--- src/rtl/pf_pkg.sv ---
package pf_pkg;

    typedef enum logic [1:0] {
        KIND_READ  = 2'd0,
        KIND_WRITE = 2'd1,
        KIND_INSTR = 2'd2,
        KIND_RSVD  = 2'd3
    } pf_kind_e;

    typedef enum logic [2:0] {
        DROP_NONE   = 3'd0,
        DROP_ENC    = 3'd1,
        DROP_TAG    = 3'd2,
        DROP_SEALED = 3'd3,
        DROP_BOUNDS = 3'd4,
        DROP_PERM   = 3'd5
    } pf_drop_e;

    localparam int unsigned IMM_W    = 12;
    localparam int unsigned ENC_ZERO = 5;

endpackage

--- src/rtl/pf_addr_gen.sv ---
module pf_addr_gen
    import pf_pkg::*;
#(
    parameter int unsigned AW         = 32,
    parameter int unsigned LINE_BYTES = 64
) (
    input  logic [AW-1:0]    base_addr,
    input  logic [IMM_W-1:0] imm,
    output logic [AW-1:0]    line_start,
    output logic [AW:0]      line_end
);
    localparam int unsigned   LINE_LG  = $clog2(LINE_BYTES);
    localparam logic [AW:0]   LINE_EXT = (AW+1)'(LINE_BYTES);

    logic [AW-1:0] imm_ext;
    logic [AW-1:0] eff_addr;

    always_comb begin
        imm_ext    = {{(AW-IMM_W){imm[IMM_W-1]}}, imm};
        eff_addr   = base_addr + imm_ext;
        line_start = {eff_addr[AW-1:LINE_LG], {LINE_LG{1'b0}}};
        line_end   = {1'b0, line_start} + LINE_EXT;
    end

endmodule

--- src/rtl/pf_auth_check.sv ---
module pf_auth_check
    import pf_pkg::*;
#(
    parameter int unsigned AW = 32
) (
    input  logic [IMM_W-1:0] imm,
    input  pf_kind_e         kind,
    input  logic             tag,
    input  logic             sealed,
    input  logic [AW-1:0]    base,
    input  logic [AW:0]      top,
    input  logic             perm_r,
    input  logic             perm_w,
    input  logic             perm_x,
    input  logic [AW-1:0]    line_start,
    input  logic [AW:0]      line_end,
    output pf_drop_e         reason
);
    logic enc_ok;
    logic in_bounds;
    logic perm_ok;

    always_comb begin
        enc_ok    = (imm[ENC_ZERO-1:0] == '0);
        in_bounds = ({1'b0, line_start} < top) && (line_end > {1'b0, base});
        unique case (kind)
            KIND_READ:  perm_ok = perm_r;
            KIND_WRITE: perm_ok = perm_w;
            KIND_INSTR: perm_ok = perm_x;
            default:    perm_ok = 1'b0;
        endcase

        if (!enc_ok)          reason = DROP_ENC;
        else if (!tag)        reason = DROP_TAG;
        else if (sealed)      reason = DROP_SEALED;
        else if (!in_bounds)  reason = DROP_BOUNDS;
        else if (!perm_ok)    reason = DROP_PERM;
        else                  reason = DROP_NONE;
    end

endmodule

--- src/rtl/pf_req_slot.sv ---
module pf_req_slot
    import pf_pkg::*;
#(
    parameter int unsigned AW = 32
) (
    input  logic          clk,
    input  logic          rst_n,
    input  logic          load,
    input  logic [AW-1:0] load_addr,
    input  pf_kind_e      load_kind,
    input  logic          out_ready,
    output logic          out_valid,
    output logic [AW-1:0] out_addr,
    output pf_kind_e      out_kind,
    output logic          can_accept
);
    typedef struct packed {
        logic          valid;
        logic [AW-1:0] addr;
        pf_kind_e      kind;
    } slot_t;

    slot_t slot_d, slot_q;

    always_comb begin
        slot_d     = slot_q;
        can_accept = !slot_q.valid || out_ready;
        if (slot_q.valid && out_ready) begin
            slot_d.valid = 1'b0;
        end
        if (load) begin
            slot_d.valid = 1'b1;
            slot_d.addr  = load_addr;
            slot_d.kind  = load_kind;
        end
    end

    always_ff @(posedge clk) begin
        if (!rst_n) begin
            slot_q <= '{valid: 1'b0, addr: '0, kind: KIND_READ};
        end else begin
            slot_q <= slot_d;
        end
    end

    assign out_valid = slot_q.valid;
    assign out_addr  = slot_q.addr;
    assign out_kind  = slot_q.kind;

endmodule

--- src/rtl/cap_prefetch_filter.sv ---
module cap_prefetch_filter
    import pf_pkg::*;
#(
    parameter int unsigned AW         = 32,
    parameter int unsigned LINE_BYTES = 64
) (
    input  logic          clk,
    input  logic          rst_n,
    input  logic          hint_valid,
    output logic          hint_ready,
    input  logic [1:0]    hint_kind,
    input  logic [11:0]   hint_imm,
    input  logic          cap_tag,
    input  logic          cap_sealed,
    input  logic [AW-1:0] cap_base,
    input  logic [AW:0]   cap_top,
    input  logic          cap_perm_r,
    input  logic          cap_perm_w,
    input  logic          cap_perm_x,
    input  logic [AW-1:0] cap_addr,
    output logic          req_valid,
    input  logic          req_ready,
    output logic [AW-1:0] req_addr,
    output logic [1:0]    req_kind,
    output logic          drop_pulse,
    output logic [2:0]    drop_reason
);
    typedef struct packed {
        logic     pulse;
        pf_drop_e reason;
    } drop_t;

    logic [AW-1:0] line_start;
    logic [AW:0]   line_end;
    pf_drop_e      reason;
    pf_kind_e      kind_in;
    pf_kind_e      kind_out;
    logic          accept;
    logic          load;
    logic          slot_free;
    drop_t         drop_d, drop_q;

    assign kind_in = pf_kind_e'(hint_kind);

    pf_addr_gen #(.AW(AW), .LINE_BYTES(LINE_BYTES)) u_addr (
        .base_addr (cap_addr),
        .imm       (hint_imm),
        .line_start(line_start),
        .line_end  (line_end)
    );

    pf_auth_check #(.AW(AW)) u_auth (
        .imm       (hint_imm),
        .kind      (kind_in),
        .tag       (cap_tag),
        .sealed    (cap_sealed),
        .base      (cap_base),
        .top       (cap_top),
        .perm_r    (cap_perm_r),
        .perm_w    (cap_perm_w),
        .perm_x    (cap_perm_x),
        .line_start(line_start),
        .line_end  (line_end),
        .reason    (reason)
    );

    always_comb begin
        accept = hint_valid && slot_free;
        load   = accept && (reason == DROP_NONE);
        drop_d = '{pulse: 1'b0, reason: DROP_NONE};
        if (accept && (reason != DROP_NONE)) begin
            drop_d.pulse  = 1'b1;
            drop_d.reason = reason;
        end
    end

    always_ff @(posedge clk) begin
        if (!rst_n) begin
            drop_q <= '{pulse: 1'b0, reason: DROP_NONE};
        end else begin
            drop_q <= drop_d;
        end
    end

    pf_req_slot #(.AW(AW)) u_slot (
        .clk       (clk),
        .rst_n     (rst_n),
        .load      (load),
        .load_addr (line_start),
        .load_kind (kind_in),
        .out_ready (req_ready),
        .out_valid (req_valid),
        .out_addr  (req_addr),
        .out_kind  (kind_out),
        .can_accept(slot_free)
    );

    assign hint_ready  = slot_free;
    assign req_kind    = kind_out;
    assign drop_pulse  = drop_q.pulse;
    assign drop_reason = drop_q.reason;

endmodule

--- config.mk ---
export PLATFORM = sky130hd
export DESIGN_NAME = cap_prefetch_filter
export DESIGN_NICKNAME = d
export VERILOG_FILES = /design/src/rtl/pf_pkg.sv /design/src/rtl/pf_addr_gen.sv /design/src/rtl/pf_auth_check.sv /design/src/rtl/pf_req_slot.sv /design/src/rtl/cap_prefetch_filter.sv
export SDC_FILE = /design/constraint.sdc
export NUM_CORES = 1
export LEC_CHECK = 0
export ABC_CLOCK_PERIOD_IN_PS = 12500
export CAP_MARGIN = 5
export CORE_MARGIN = 2
export CORE_UTILIZATION = 41
export DETAILED_ROUTE_END_ITERATION = 10
export GPL_TIMING_DRIVEN = 1
export PLACE_DENSITY_LB_ADDON = 0.12
export SLEW_MARGIN = 20
export SYNTH_ARGS = -nofsm -noshare
export SYNTH_HDL_FRONTEND = slang
export SYNTH_SLANG_ARGS = --single-unit
--- constraint.sdc ---
create_clock -name clk -period 12.5 [get_ports clk]
set_clock_uncertainty 0.05 [all_clocks]
set_input_delay 3.75 -clock clk [delete_from_list [all_inputs] [get_ports clk]]
set_output_delay 3.75 -clock clk [all_outputs]
set_load 0.02 [all_outputs]
==> results of run 1 <==
cell usage after synthesis, types with 4 or more instances:
library cell  instances  area, µm²
nand2_1             100        375
ha_1                 82       1030
inv_1                60        225
a21oi_1              52        260
nor2_1               36        135
dfxtp_1              33        661
o21ai_0              31        155
a21o_1               30        225
mux2i_1              30        300
nand3_1              21        105
nand4_1              21        131
xnor2_1              19        166
clkbuf_1             15       56.3
xor2_1               14        123
and2_1               13       81.3
o21a_1               11       82.6
nor3_1               10       50.1
and3_1                9       56.3
buf_2                 9       45.0
a211oi_1              8       60.1
buf_4                 7       52.6
nor2b_1               7       43.8
and4_1                6       52.6
nor4_1                6       37.5
o211ai_1              5       37.5
or2_2                 5       31.3
o211a_1               4       40.0
o21bai_1              4       30.0
or3_1                 4       25.0
cell families (layout without fill, tap and decap cells):
| logic type | Yosys count | in the layout | share of synthesized area |
|---|---|---|---|
| xor gates and xnor gates | 36 | 36 | 0.0630 |
| adders and majority gates | 83 | 83 | 0.193 |
| AOI/OAI and AO/OA | 185 | 185 | 0.242 |
| and+or+nand+nor | 255 | 255 | 0.237 |
| buffers and inverters | 95 | 221 | 0.0795 |
| muxes | 32 | 32 | 0.0609 |
| other | 1 | 6 | 0.000699 |
| DFF | 33 | 33 | 0.123 |
worst max-delay path, delay by kind of cell:
family          cells  cell delay [ns]
buf+inv             2             0.97
simple gates        6             1.36
mux                 2             0.64
xor+xnor            1             0.14
fa+ha+maj           2             1.04
compound gates      7             2.20
worst paths after layout:
| kind | start | endpoint | slack [ns] | cells past startpoint |
|---|---|---|---|---|
| min reg2reg | u_slot.out_addr[30] | u_slot.out_addr[30] | 0.40 | 2 |
| max | hint_imm[11] | u_slot.out_addr[9] | 2.51 | 20 |
| min | u_slot.out_addr[30] | u_slot.out_addr[30] | 0.40 | 2 |
| max reg2reg | u_slot.out_valid | u_slot.out_addr[9] | 10.71 | 4 |
sequential cells by signal, summed over array words and instances, names as in the netlist:
name and count:
drop_pulse 1, drop_reason 3, u_slot.out_addr 26, u_slot.out_valid 1
u_slot.out_kind 2
cell usage in the layout, fill, tap and decap left out, types with 4 or more instances in the layout:
cell             Yosys  layout
o21ai_0             31      31
o211ai_1             5       5
nor2b_1              7       7
o21bai_1             4       4
nor2_1              36      36
nand3_1             21      21
nor4_1               6       6
clkdlybuf4s50_1      0     152
and4_1               6       6
o21a_1              11      11
ha_1                82      82
mux2i_1             30      30
o211a_1              4       4
inv_1               60      60
and3_1               9       9
a21oi_1             52      52
a21o_1              30      30
nand2_1            100     100
or2_2                5       5
xor2_1              14      14
dfxtp_1             33      33
conb_1               1       6
nand4_1             21      21
clkbuf_16            0       5
xnor2_1             19      19
nor3_1              10      10
or3_1                4       4
and2_1              13      13
a211oi_1             8       8
stage by stage:
step           utilization  hold slack [ns]  setup WS [ns]
6_report             0.555            0.399           2.51
5_1_grt              0.555            0.421           1.91
4_1_cts              0.555            0.405           2.46
3_5_place_dp         0.544            0.396           2.20
3_3_place_gp         0.544            0.391           2.42
2_1_floorplan            -            0.483           4.21
report_power, final:
group | leakage (nW) | switching [W] | total (W) | internal (W)
Clock | 0.0706 | 0.0000403 | 0.000113 | 0.0000729
Sequential | 0.266 | 0.000000102 | 0.000106 | 0.000106
Combinational | 2.77 | 0.000179 | 0.000328 | 0.000148
Total | 3.10 | 0.000220 | 0.000547 | 0.000327
layout make-up:
| class | count | area [µm²] | share of cell area |
|---|---|---|---|
| well taps | 172 | 215 | 0.0305 |
| inverters | 60 | 225 | 0.0319 |
| repair buffers | 153 | 1530 | 0.216 |
| multi-input cells | 597 | 4300 | 0.608 |
| clock buffers | 6 | 129 | 0.0182 |
| flip-flops and latches | 33 | 661 | 0.0936 |
| clock inverters | 2 | 10.0 | 0.00142 |
layer usage:
metal  wire, µm  share of wire
met5          0              0
met4        322          0.020
met3        606          0.038
met2       7560           0.47
met1       7590           0.47
==> run metrics, run 1 <==
post-synthesis sequential area ratio=0.123; I/O pin count=160; CTS max path bufs=2; die height=118 µm; # fillers=1248; startpoint types=input port; Worst EP arrival=10.14 ns; die width=118 µm; crit share post-route=0.799; Crit path required time=12.65 ns; Global Route met3 Usage=0.0208; first-pass detailed-route iteration total=4; Async S/R FF share, synth=0; GR met1 Demand/Resource=0.293; final cell count without fillers=1023; MaxCap Viol Count=0; initial drt markers=305; grt ovf=0; post-synth cell types=75; CP endpoint kind=flop; WL final=16100 µm; RSZ-0062 raised after global routing=no; worst-path cell chain=clkdlybuf4s50_1 -> ha_1 -> a21oi_1 -> o21ai_1 -> mux2_2 -> a41o_1 -> a311oi_2 -> nand4_1 -> nor4_1 -> and3_1 -> nand2_1 -> xnor2_1 -> ha_1 -> and3_1 -> nand3_1 -> o211ai_1 -> o211ai_1 -> inv_1 -> o2111a_2 -> mux2i_1; Via density=5.47; gr busiest metal=met2; min-delay worst type=reg2reg; worst slew pin tran=0.952 ns; area grow syn2layout=31.7%; Hold Vio Cnt, Final=0; GP Congestion=0.909; # hold bufs at CTS=0; initial antenna violation count=0; port buffer count=153; Syn Area/Cell=7.45 µm²; Final Power=0.000547 W; CP Max Fanout=29; worst slew margin relative to its limit=0.365; Routed Antenna Nets=0; #FFs+latches synth=33; max-slew violation count=0; Core ar.=12700 µm²; largest stage delay on the critical path=0.87 ns; met2 usage=0.388; H-tree Lvls=2; Net count, final=1052; die area=14000 µm²; share of cells above drive strength 1=0.0388; GRT Total Usage=0.224; Root Driver=clkbuf_16; worst vdd ir=0.0469 mV; crit path time final=9.99 ns; pwr/cell area=77.4 nW/µm²; HPWL after DPL=13800 µm; outcome=completed; pin count of the biggest net entering global routing=59; design area=7060 µm²; first-pass GRT wire length=26200 µm; DP Cell Count=1015; vias in the first global route=5429; post-cts resize count=0; final setup violation count=0; Clock Pin Slew Worst Setup and Hold Paths=0.05 ns; kind of critical path=in2reg; Max Fclk=100 MHz; Cells after Synth=720; Clk Latency, worst-skew pair=0.27 ns; prevailing post-synth register cell=dfxtp_1; total CTS buffers=5; Inserted Diodes=0; DR WL/cell=15.7 µm; DRC errors left=0; synthesis warning total=0; Placed Area=6920 µm²; CP max-delay cell=clkdlybuf4s50_1; P_leak=3.10 nW; Rows=41; vias=5592; Sink Count=33; Post-Syn Area=5360 µm²; starting density of the core=0.422; CTS tree=yes; setup bufs post-CTS=0; Post-synth EDFFs=0; Sum Neg Setup Slack=0 ns
No activity file was read; power rests on OpenSTA's default activity.
==> inputs of run 2 (changes only) <==
ABC_CLOCK_PERIOD_IN_PS = 9550   (was 12500)
clock period = 9.55 ns   (was 12.5 ns; I/O delays follow)
==> run 2 against run 1 <==
Critical path depth increased by 1. Non-clock buffer count increased by 3. Total power up 38%. Wire length up 1.9%. Cell count increased by 0.29%. Register-to-register slack got worse by 2.9 ns.
==> run metrics, run 2 (same netlist as run 1, synthesis figures left out) <==
# hold bufs at CTS=0; CP Max Fanout=20; first-pass GRT wire length=27000 µm; area grow syn2layout=32.7%; DP Cell Count=1018; crit share post-route=0.922; final cell count without fillers=1026; Sum Neg Setup Slack=0 ns; grt ovf=0; Met1 Wirelength=7620 µm; final setup violation count=0; WL final=16400 µm; worst slew pin tran=0.963 ns; Root Driver=clkbuf_16; startpoint types=input port; setup bufs post-CTS=0; CTS tree=yes; Rows=41; top sig layer=met4; max-slew violation count=0; Inserted Diodes=0; Routed Antenna Nets=0; DRC errors left=0; outcome=completed; initial drt markers=301; Crit path required time=9.70 ns; max reg flops=26; pwr/cell area=106 nW/µm²; Clk Latency, worst-skew pair=0.27 ns; starting density of the core=0.422; share of cells above drive strength 1=0.0422; Max Fclk=114 MHz; MaxCap Viol Count=0; total CTS buffers=5; die area=14000 µm²; RSZ-0062 raised after global routing=no; routed length on met2=7870 µm; HPWL after DPL=14000 µm; pin count of the biggest net entering global routing=59; die height=118 µm; CTS max path bufs=2; worst slew margin relative to its limit=0.358; GRT Total Usage=0.231; initial antenna violation count=0; GP Congestion=0.875; vias in the first global route=5593; port buffer count=153; post-cts resize count=0; most common cell after layout, fill and taps aside=clkdlybuf4s50_1; crit path time final=8.80 ns; kind of critical path=in2reg; Hold Path Cell Cnt=2; Net count, final=1055; P_leak=3.13 nW; H-tree Lvls=2; Core ar.=12700 µm²; worst vdd ir=0.0851 mV; DR WL/cell=16.0 µm; vias=5624; Worst EP arrival=8.95 ns; Hold Vio Cnt, Final=0; I/O pin count=160; min-delay worst type=reg2reg; Sink Count=33; R2R cell count=5; die width=118 µm; most frequent cells in the layout=152 x clkdlybuf4s50_1, 100 x nand2_1, 82 x ha_1, 60 x inv_1, 52 x a21oi_1; CP endpoint kind=flop; met3 wire len=645 µm; Clock Pin Slew Worst Setup and Hold Paths=0.05 ns; # fillers=1251; first-pass detailed-route iteration total=4; Via density=5.48
==> run 2: cell types whose count changed in the layout (fill, tap and decap cells not counted) <==
cell | previous run | this run
buf_4 | 0 | 3
bufinv_16 | 0 | 1
clkbuf_8 | 0 | 1
clkinv_2 | 2 | 0
==> run 2: final timing paths <==
path,startpoint,to,slack [ns]
hold / removal,u_slot.out_addr[7],u_slot.out_addr[7],0.40
setup reg to reg,u_slot.out_valid,u_slot.out_addr[16],7.81
setup / recovery,hint_imm[11],u_slot.out_addr[16],0.75
hold reg to reg,u_slot.out_addr[7],u_slot.out_addr[7],0.40
==> run 2: metal layers <==
layer	vias up	GRT usage
met4	0	0.0528
met3	18	0.0212
met1	2606	0.295
met5	-	0
li1	2855	-
met2	145	0.419
==> run 2: critical path: stages <==
cell	delay [ns]
clkdlybuf4s50_1	0.63
ha_1	0.59
a21oi_1	0.15
o21ai_1	0.28
mux2_2	0.37
a41o_1	0.21
a311oi_2	0.50
nand4_1	0.23
nor4_1	0.56
and3_1	0.32
nand2_1	0.10
xnor2_1	0.16
ha_1	0.31
and3_1	0.16
nand3_1	0.10
o211ai_1	0.18
o211ai_1	0.10
inv_1	0.10
o2111a_2	0.40
buf_4	0.39
mux2i_1	0.24
==> run 2: stage by stage <==
stage	cell area, µm²	setup WS [ns]	hold WS (ns)	utilization	total power, W
3_5_place_dp	6950	0.530	0.396	0.546	0.000570
3_3_place_gp	6950	0.800	0.392	0.546	0.000557
2_1_floorplan	5380	2.14	0.483	-	0.000437
6_report	7120	0.748	0.404	0.560	0.000756
4_1_cts	7120	0.787	0.406	0.560	0.000757
5_1_grt	7120	0.310	0.427	0.560	0.000815
==> run 2: final cells by class <==
| class | count | area [µm²] | share of cell area |
|---|---|---|---|
| clock buffers | 7 | 143 | 0.0200 |
| clock inverters | 1 | 30.0 | 0.00422 |
| inverters | 60 | 225 | 0.0316 |
| multi-input cells | 597 | 4300 | 0.603 |
| flip-flops and latches | 33 | 661 | 0.0928 |
| well taps | 172 | 215 | 0.0302 |
| repair buffers | 156 | 1550 | 0.218 |
==> run 2: where the power goes <==
| part | total, W | switching (W) | internal (W) |
|---|---|---|---|
| clock network | 0.000186 | 0.0000556 | 0.000130 |
| registers | 0.000139 | 0.000000153 | 0.000138 |
| logic | 0.000432 | 0.000236 | 0.000196 |
| total | 0.000756 | 0.000292 | 0.000465 |
